### src/rtl/br_redirect_pkg.sv
package br_redirect_pkg;

    typedef enum logic [0:0] {
        ST_RUN      = 1'b0,
        ST_REDIRECT = 1'b1
    } redir_state_e;

endpackage

### src/rtl/br_outcome_cmp.sv
module br_outcome_cmp #(
    parameter int XLEN       = 32,
    parameter int INSN_BYTES = 4
) (
    input  logic            is_cti_i,
    input  logic            pred_taken_i,
    input  logic [XLEN-1:0] pred_target_i,
    input  logic            act_taken_i,
    input  logic [XLEN-1:0] act_target_i,
    input  logic [XLEN-1:0] pc_i,
    output logic            mispredict_o,
    output logic [XLEN-1:0] fix_pc_o
);
    localparam logic [XLEN-1:0] STEP = XLEN'(INSN_BYTES);

    logic dir_wrong;
    logic tgt_wrong;

    always_comb begin
        dir_wrong    = pred_taken_i != act_taken_i;
        tgt_wrong    = pred_taken_i && act_taken_i && (pred_target_i != act_target_i);
        mispredict_o = is_cti_i && (dir_wrong || tgt_wrong);
        fix_pc_o     = act_taken_i ? act_target_i : (pc_i + STEP);
    end
endmodule

### src/rtl/br_redirect_fsm.sv
module br_redirect_fsm
    import br_redirect_pkg::*;
#(
    parameter int XLEN = 32
) (
    input  logic            clk_i,
    input  logic            rst_ni,
    input  logic            valid_i,
    input  logic            mispredict_i,
    input  logic [XLEN-1:0] fix_pc_i,
    output logic            accept_o,
    output logic            flush_o,
    output logic            redir_valid_o,
    output logic [XLEN-1:0] redir_pc_o
);
    redir_state_e    state_q;
    redir_state_e    state_d;
    logic [XLEN-1:0] pc_q;

    always_comb begin
        accept_o = valid_i && (state_q == ST_RUN);
        state_d  = state_q;
        unique case (state_q)
            ST_RUN:      if (accept_o && mispredict_i) state_d = ST_REDIRECT;
            ST_REDIRECT: state_d = ST_RUN;
            default:     state_d = ST_RUN;
        endcase
    end

    always_ff @(posedge clk_i or negedge rst_ni) begin
        if (!rst_ni) begin
            state_q <= ST_RUN;
            pc_q    <= '0;
        end else begin
            state_q <= state_d;
            if (accept_o && mispredict_i) pc_q <= fix_pc_i;
        end
    end

    always_comb begin
        flush_o       = 1'b0;
        redir_valid_o = 1'b0;
        redir_pc_o    = '0;
        unique case (state_q)
            ST_RUN: ;
            ST_REDIRECT: begin
                flush_o       = 1'b1;
                redir_valid_o = 1'b1;
                redir_pc_o    = pc_q;
            end
            default: ;
        endcase
    end
endmodule

### src/rtl/br_update_gen.sv
module br_update_gen (
    input  logic clk_i,
    input  logic rst_ni,
    input  logic accept_i,
    input  logic is_cti_i,
    input  logic act_taken_i,
    output logic dir_en_o,
    output logic tgt_en_o
);
    always_ff @(posedge clk_i or negedge rst_ni) begin
        if (!rst_ni) begin
            dir_en_o <= 1'b0;
            tgt_en_o <= 1'b0;
        end else begin
            dir_en_o <= accept_i && is_cti_i;
            tgt_en_o <= accept_i && is_cti_i && act_taken_i;
        end
    end
endmodule

### src/rtl/br_redirect_unit.sv
module br_redirect_unit #(
    parameter int XLEN       = 32,
    parameter int INSN_BYTES = 4
) (
    input  logic            clk_i,
    input  logic            rst_ni,
    input  logic            ex_valid_i,
    input  logic            ex_is_cti_i,
    input  logic            pred_taken_i,
    input  logic [XLEN-1:0] pred_target_i,
    input  logic            act_taken_i,
    input  logic [XLEN-1:0] act_target_i,
    input  logic [XLEN-1:0] ex_pc_i,
    output logic            flush_front_o,
    output logic            redirect_valid_o,
    output logic [XLEN-1:0] redirect_pc_o,
    output logic            dir_upd_en_o,
    output logic            tgt_upd_en_o
);
    logic            mispredict;
    logic [XLEN-1:0] fix_pc;
    logic            accept;

    br_outcome_cmp #(.XLEN(XLEN), .INSN_BYTES(INSN_BYTES)) cmp_i (
        .is_cti_i      (ex_is_cti_i),
        .pred_taken_i  (pred_taken_i),
        .pred_target_i (pred_target_i),
        .act_taken_i   (act_taken_i),
        .act_target_i  (act_target_i),
        .pc_i          (ex_pc_i),
        .mispredict_o  (mispredict),
        .fix_pc_o      (fix_pc)
    );

    br_redirect_fsm #(.XLEN(XLEN)) fsm_i (
        .clk_i         (clk_i),
        .rst_ni        (rst_ni),
        .valid_i       (ex_valid_i),
        .mispredict_i  (mispredict),
        .fix_pc_i      (fix_pc),
        .accept_o      (accept),
        .flush_o       (flush_front_o),
        .redir_valid_o (redirect_valid_o),
        .redir_pc_o    (redirect_pc_o)
    );

    br_update_gen upd_i (
        .clk_i       (clk_i),
        .rst_ni      (rst_ni),
        .accept_i    (accept),
        .is_cti_i    (ex_is_cti_i),
        .act_taken_i (act_taken_i),
        .dir_en_o    (dir_upd_en_o),
        .tgt_en_o    (tgt_upd_en_o)
    );
endmodule

### config.mk
export PLATFORM = sky130hd
export DESIGN_NAME = br_redirect_unit
export DESIGN_NICKNAME = d
export VERILOG_FILES = /design/src/rtl/br_redirect_pkg.sv /design/src/rtl/br_outcome_cmp.sv /design/src/rtl/br_redirect_fsm.sv /design/src/rtl/br_update_gen.sv /design/src/rtl/br_redirect_unit.sv
export SDC_FILE = /design/constraint.sdc
export NUM_CORES = 1
export LEC_CHECK = 0
export ABC_CLOCK_PERIOD_IN_PS = 1890
export BUFFER_PORTS_ARGS = -buffer_cell sky130_fd_sc_hd__buf_4
export CAP_MARGIN = 20
export CORE_MARGIN = 2
export CORE_UTILIZATION = 35
export DETAILED_ROUTE_END_ITERATION = 6
export GPL_TIMING_DRIVEN = 0
export MAX_ROUTING_LAYER = met4
export PLACE_DENSITY = 0.7
export REMOVE_ABC_BUFFERS = 1
export SLEW_MARGIN = 20
export SYNTH_ARGS = -nofsm -noshare
export SYNTH_HDL_FRONTEND = slang
export SYNTH_SLANG_ARGS = --single-unit
### constraint.sdc
create_clock -name clk_i -period 1.89 [get_ports clk_i]
set_clock_uncertainty 0.2 [all_clocks]
set_input_delay 0.0945 -clock clk_i [delete_from_list [all_inputs] [get_ports clk_i]]
set_output_delay 0.0945 -clock clk_i [all_outputs]
set_load 0.005 [all_outputs]
==> flow_summary.json, run 1 <==
{
  "status": "complete, no violations",
  "placed_cells": 540,
  "syn_inst": 315,
  "wl_per_cell_um": 15.7,
  "grt_remaining_overflow": 0,
  "reg2reg_from": "fsm_i.state_q$_DFF_PN0_",
  "fill_cells": 714,
  "r2r_cells": 5,
  "dp_hpwl_mm": 6.37,
  "cp.required_ns": 1.86,
  "stdcell_count": 590,
  "synth.distinct_cells": 26,
  "crit_end": "fsm_i.pc_q[7]$_DFFE_PN0P_",
  "drv_cap": 0,
  "rsz0062_at_grt": "yes",
  "fmax_ghz": 0.541,
  "pwr-share-comb": 0.361,
  "fin_area_um2": 4530,
  "gp_congestion": 0.871,
  "worst-setup-path-type": "input pin to flip-flop",
  "yosys-top-cells-count": "nand2_1, xor2_1, dfrtp_1, and2_1, mux2_2",
  "cts.sinks": 35,
  "fin_setup_tns_ns": 0,
  "hp-class": "input pin to flip-flop",
  "setup_viol": 0,
  "core_um2": 7730,
  "worstSetupEndpointType": "flip-flop",
  "port_buffers": 137,
  "max_slew_margin": 0.611,
  "floorplan.initialDensity": 0.360,
  "arrival_ns": 1.82,
  "period_minus_slack_ns": 1.85,
  "power_per_cell_area_nw_per_um2": 554,
  "fin_crit_sh": 0.978,
  "die_w_um": 93.2,
  "crit_start": "ex_valid_i",
  "htree_levels": 2,
  "synthTopCellsByArea": "dfrtp_1, mux2_2, xor2_1",
  "switchingPower_uw": 746,
  "synth-seq-area-share": 0.314,
  "grt_pass1_vias": 2901,
  "drt-initial-drc-count": 68,
  "synth-main-ff-cell": "dfrtp_1",
  "ant_nets": 0,
  "reg2reg_to": "fsm_i.pc_q[7]$_DFFE_PN0P_",
  "design.portCount": 138,
  "area_delta_synth_final_pct": 62.7,
  "cts_tree": "built",
  "yosys.cell_count.top_type": "nand2_1",
  "drc": 0,
  "grt_use_total": 0.214,
  "clk_pin_slew_ns": 0.08,
  "synth_edf_count": 0,
  "grt_pass1_wl_mm": 14.2,
  "antenna_found_initial": 0,
  "finalHoldViolations": 0,
  "seqPwrFrac": 0.416,
  "async_flop_share": 1.00,
  "rows": 32,
  "dpl_cell_area_um2": 3920,
  "die_area_um2": 8690,
  "cts.path.max_buffers": 2,
  "slew_violations": 0,
  "fin_ws_ns": 0.0424,
  "critPathMaxFanout": 5,
  "synth_top_area_frac": 0.314,
  "place_ws_ns": -0.769,
  "cp-start-kind": "input pin",
  "drive_gt1_frac": 0.416,
  "drt_first_pass_iters": 4,
  "drt_wl_total_mm": 9.28,
  "fin_nets": 591,
  "leakage_uw": 0.00204,
  "clock-root-buffer": "clkbuf_8",
  "die_y_um": 93.2,
  "n_antenna_cell": 0,
  "worst_slew_pin_slew_ns": 0.584,
  "hold_slack_ns": 0.0283,
  "route.vias.total": 2869,
  "grt_max_degree": 64,
  "ys_ff_latch": 35,
  "vias_per_cell": 4.86,
  "yosysTopAreaCell": "dfrtp_1",
  "p_sw_frac": 0.297,
  "numCtsBuffers": 5,
  "peakVddDrop_mv": 0.346,
  "power_frac_clock": 0.223,
  "avgSynthCellArea_um2": 8.84,
  "p_int_uw": 1760,
  "syn_area_um2": 2790,
  "clk_latency_ns": 0.29,
  "reg2reg_slack_ns": 0.04,
  "ys_warn_count": 0
}
==> layer usage <==
metal	global-route usage	vias up	part of all wire
met3	0.0346	4	0.055
met4	0.0404	0	0.0088
met1	0.268	1361	0.44
li1	-	1409	-
met5	-	-	0
met2	0.370	95	0.50
==> layout by cell type, fill, tap and decap left out, drive strengths merged <==
| cell | netlist | final |
|---|---|---|
| clkinvlp | 0 | 2 |
| nor3 | 5 | 5 |
| dlygate4sd3 | 0 | 37 |
| nand3 | 13 | 13 |
| xor2 | 41 | 41 |
| and2 | 34 | 34 |
| and3 | 5 | 5 |
| o21ai | 30 | 30 |
| nor2 | 9 | 9 |
| dfrtp | 35 | 35 |
| buf | 2 | 142 |
| nor4 | 14 | 14 |
| mux2 | 35 | 35 |
| or4 | 2 | 2 |
| nand2b | 1 | 1 |
| or3 | 1 | 1 |
| inv | 3 | 3 |
| nand4 | 7 | 7 |
| nand2 | 44 | 44 |
| ha | 2 | 2 |
| clkinv | 0 | 1 |
| xnor2 | 19 | 19 |
| clkbuf | 13 | 6 |
==> through the flow <==
step / total power [uW] / utilization
global route: 2660 / 0.586
finish: 2510 / 0.586
global placement: 1810 / 0.502
CTS: 2500 / 0.578
floorplan: 1410 / -
detailed placement: 1850 / 0.507
==> cell families after synthesis <==
family | Yosys count | share of synthesized area
simple gates | 135 | 0.265
fa+ha+maj | 2 | 0.00898
flops | 35 | 0.314
xor+xnor | 60 | 0.189
compound gates | 30 | 0.0539
mux | 35 | 0.142
buf+inv | 18 | 0.0270
==> final cells by class <==
type                            count  area (um2)  area share
Tap cell                          102         128      0.0282
Inverter                            3        11.3     0.00249
Clock inverter                      3        20.0     0.00442
Clock buffer                        5        68.8      0.0152
Timing Repair Buffer              180        1490       0.328
Sequential cell                    35         880       0.194
Multi-Input combinational cell    262        1940       0.428
==> state kept, by name, indices dropped and copies added (netlist names) <==
register,count
upd_i.dir_en_o,1
upd_i.tgt_en_o,1
fsm_i.pc_q,32
fsm_i.state_q,1
==> worst max-delay path: stages <==
cell and delay [ns]:
dlygate4sd3_1 0.53, buf_4 0.10, nand2_1 0.07, nor2_4 0.14, nand2_2 0.07, o21ai_4 0.26, clkbuf_16 0.22, mux2_2 0.33
==> power by group through the flow <==
stage | Sequential [uW] | Clock (uW) | Combinational, uW
after floorplan | 1030 | 0 | 382
after global routing | 1070 | 602 | 989
final | 1040 | 560 | 906
after CTS | 1040 | 579 | 880
after global placement | 1050 | 0 | 756
after detailed placement | 1070 | 0 | 779
==> worst min path at each step <==
stage                     cells past startpoint        start  slack (ns)                    endpoint
after floorplan                               0       rst_ni       -0.40   fsm_i.pc_q[0]$_DFFE_PN0P_
after global placement                        1       rst_ni       -0.12     fsm_i.state_q$_DFF_PN0_
after detailed placement                      1       rst_ni       -0.11  fsm_i.pc_q[29]$_DFFE_PN0P_
after CTS                                     4  ex_is_cti_i       0.003    upd_i.tgt_en_o$_DFF_PN0_
after global routing                          4  ex_is_cti_i        0.05    upd_i.tgt_en_o$_DFF_PN0_
final                                         4  ex_pc_i[31]        0.03  fsm_i.pc_q[31]$_DFFE_PN0P_
==> what timing repair did <==
| item | 4_1_cts | 5_1_grt |
|---|---|---|
| resized for setup | 10 | 11 |
| endpoints found under the hold margin | 68 | 0 |
| gates cloned | 0 | 2 |
| setup buffers | 3 | 0 |
| setup endpoints to repair | 65 | 32 |
| hold buffers | 37 | 0 |
| pin swaps | 1 | 6 |
No activity file was read; power rests on OpenSTA's default activity.
==> inputs of run 2 (changes only) <==
==> constraint.sdc (replaced) <==
create_clock -name clk_i -period 1.89 [get_ports clk_i]
set_clock_uncertainty 0.2 [all_clocks]
set_input_delay 0.0945 -clock clk_i [delete_from_list [all_inputs] [get_ports clk_i]]
set_output_delay 0.0945 -clock clk_i [all_outputs]
set_load 0.02 [all_outputs]
==> run 2 against run 1 <==
Effect of this change:
- cell count unchanged
- critical path depth unchanged
- critical path type unchanged
- first-iteration DRC count rose by 2.9%
- flip-flop and latch count is the same
- combinational power rose by 7.8%
- clock power is essentially flat
- count of clock-buffer cells in the layout unchanged
- highest routed layer unchanged
==> flow_summary.json, run 2 (synthesis results as in run 1) <==
{
  "arrival_ns": 1.82,
  "clk_pin_slew_ns": 0.08,
  "path_delay_family": "buffers and inverters",
  "crit_end": "fsm_i.pc_q[7]$_DFFE_PN0P_",
  "drt_wl_total_mm": 9.27,
  "critPathMaxFanout": 5,
  "slew_violations": 0,
  "setup_viol": 0,
  "crit_cells": 8,
  "clk_latency_ns": 0.29,
  "power_per_cell_area_nw_per_um2": 570,
  "r2r_cells": 5,
  "peakVddDrop_mv": 0.347,
  "grt_pass1_vias": 2903,
  "max_slew_margin": 0.610,
  "layout_common_cells": "buf_4, nand2_1, xor2_1",
  "fmax_ghz": 0.543,
  "core_um2": 7730,
  "worst-setup-path-type": "input pin to flip-flop",
  "hp-class": "input pin to flip-flop",
  "drc": 0,
  "antenna_found_initial": 0,
  "ant_nets": 0,
  "cp-start-kind": "input pin",
  "n_antenna_cell": 0,
  "slowest_delay_ns": 0.53,
  "worst_slew_pin_slew_ns": 0.585,
  "grt_use_total": 0.214,
  "status": "complete, no violations",
  "drt_first_pass_iters": 4,
  "reg2reg_from": "fsm_i.state_q$_DFF_PN0_",
  "port_buffers": 137,
  "grt_pass1_wl_mm": 14.2,
  "floorplan.initialDensity": 0.360,
  "grt_remaining_overflow": 0,
  "dp_hpwl_mm": 6.37,
  "design.portCount": 138,
  "fin_crit_sh": 0.974,
  "finalHoldViolations": 0,
  "fill_cells": 714,
  "worst_path_max_delay_cell": "dlygate4sd3_1",
  "rows": 32,
  "fin_nets": 591,
  "cts.sinks": 35,
  "cts_tree": "built",
  "grt_max_degree": 64,
  "reg2reg_slack_ns": 0.05,
  "gp_congestion": 0.871,
  "die_area_um2": 8690,
  "clock-root-buffer": "clkbuf_8",
  "drv_cap": 0,
  "htree_levels": 2,
  "numCtsBuffers": 5,
  "crit_buf_inv": 3,
  "drive_gt1_frac": 0.416,
  "wl_per_cell_um": 15.7,
  "regMostFlops": "fsm_i.pc_q",
  "layout_commonest_cell": "buf_4",
  "largest_reg_flops": 32,
  "drt-initial-drc-count": 70,
  "worstSetupEndpointType": "flip-flop",
  "reg2reg_to": "fsm_i.pc_q[7]$_DFFE_PN0P_",
  "crit_start": "ex_valid_i",
  "rsz0062_at_grt": "yes",
  "period_minus_slack_ns": 1.84,
  "die_w_um": 93.2,
  "final_core_util": 0.586,
  "vias_per_cell": 4.88,
  "area_delta_synth_final_pct": 62.7,
  "hold_slack_ns": 0.0223,
  "route.vias.total": 2877,
  "cp.required_ns": 1.87,
  "die_y_um": 93.2,
  "cts.path.max_buffers": 2,
  "cp_cell_sequence": "dlygate4sd3_1 > buf_4 > nand2_1 > nor2_4 > nand2_2 > o21ai_4 > clkbuf_16 > mux2_2",
  "leakage_uw": 0.00204
}
-- run 2: per-stage QoR --
stage	setup WS (ns)	power, uW	setup TNS, ns	instance area (um2)	cells
global route	-0.0384	2730	-0.450	4530	590
finish	0.0496	2580	0	4530	590
CTS	0.00333	2570	0	4460	588
global placement	-2.32	1880	-76.11	3880	539
detailed placement	-0.769	1920	-22.29	3920	540
floorplan	-1.38	1480	-45.20	2720	300
-- run 2: tightest hold or removal path, stage by stage --
cell	delay, ns
buf_4	0.08
xnor2_1	0.06
o21ai_1	0.11
mux2_1	0.13
-- run 2: area by class of cell --
class                      instances  area (um2)  area share
timing repair buffer             180        1490       0.328
multi-input combinational        262        1940       0.428
inverter                           3        11.3     0.00249
tap                              102         128      0.0282
clock inverter                     3        20.0     0.00442
clock buffer                       5        68.8      0.0152
sequential                        35         880       0.194
-- run 2: worst min-delay path by stage --
stage | startpoint | depth (start not counted) | slack, ns | to
after global placement | rst_ni | 1 | -0.12 | fsm_i.state_q$_DFF_PN0_
after global routing | ex_is_cti_i | 4 | 0.05 | upd_i.tgt_en_o$_DFF_PN0_
final | ex_pc_i[31] | 4 | 0.02 | fsm_i.pc_q[31]$_DFFE_PN0P_
after floorplan | rst_ni | 0 | -0.40 | fsm_i.pc_q[0]$_DFFE_PN0P_
after detailed placement | rst_ni | 1 | -0.11 | fsm_i.pc_q[29]$_DFFE_PN0P_
after CTS | ex_is_cti_i | 4 | 0.003 | upd_i.tgt_en_o$_DFF_PN0_
-- run 2: repair_timing --
item | 4_1_cts | 5_1_grt
cloned | 0 | 2
hold endpoints to repair | 68 | 0
buffers inserted | 3 | 0
pin swaps | 1 | 6
hold buffers | 37 | 0
endpoints found under the setup margin | 67 | 32
resized for setup | 10 | 11
-- run 2: power by group --
group	leakage (uW)	switching (uW)	internal (uW)
Combinational	0.00158	419	558
Sequential	0.000424	90.1	953
Clock	0.0000402	305	257
Total	0.00204	813	1770
-- run 2: routing by layer --
metal | vias up | track usage | part of all wire
met5 | - | - | 0
met4 | 0 | 0.0404 | 0.0088
met3 | 4 | 0.0346 | 0.057
met2 | 99 | 0.368 | 0.50
met1 | 1363 | 0.270 | 0.44
li1 | 1411 | - | -
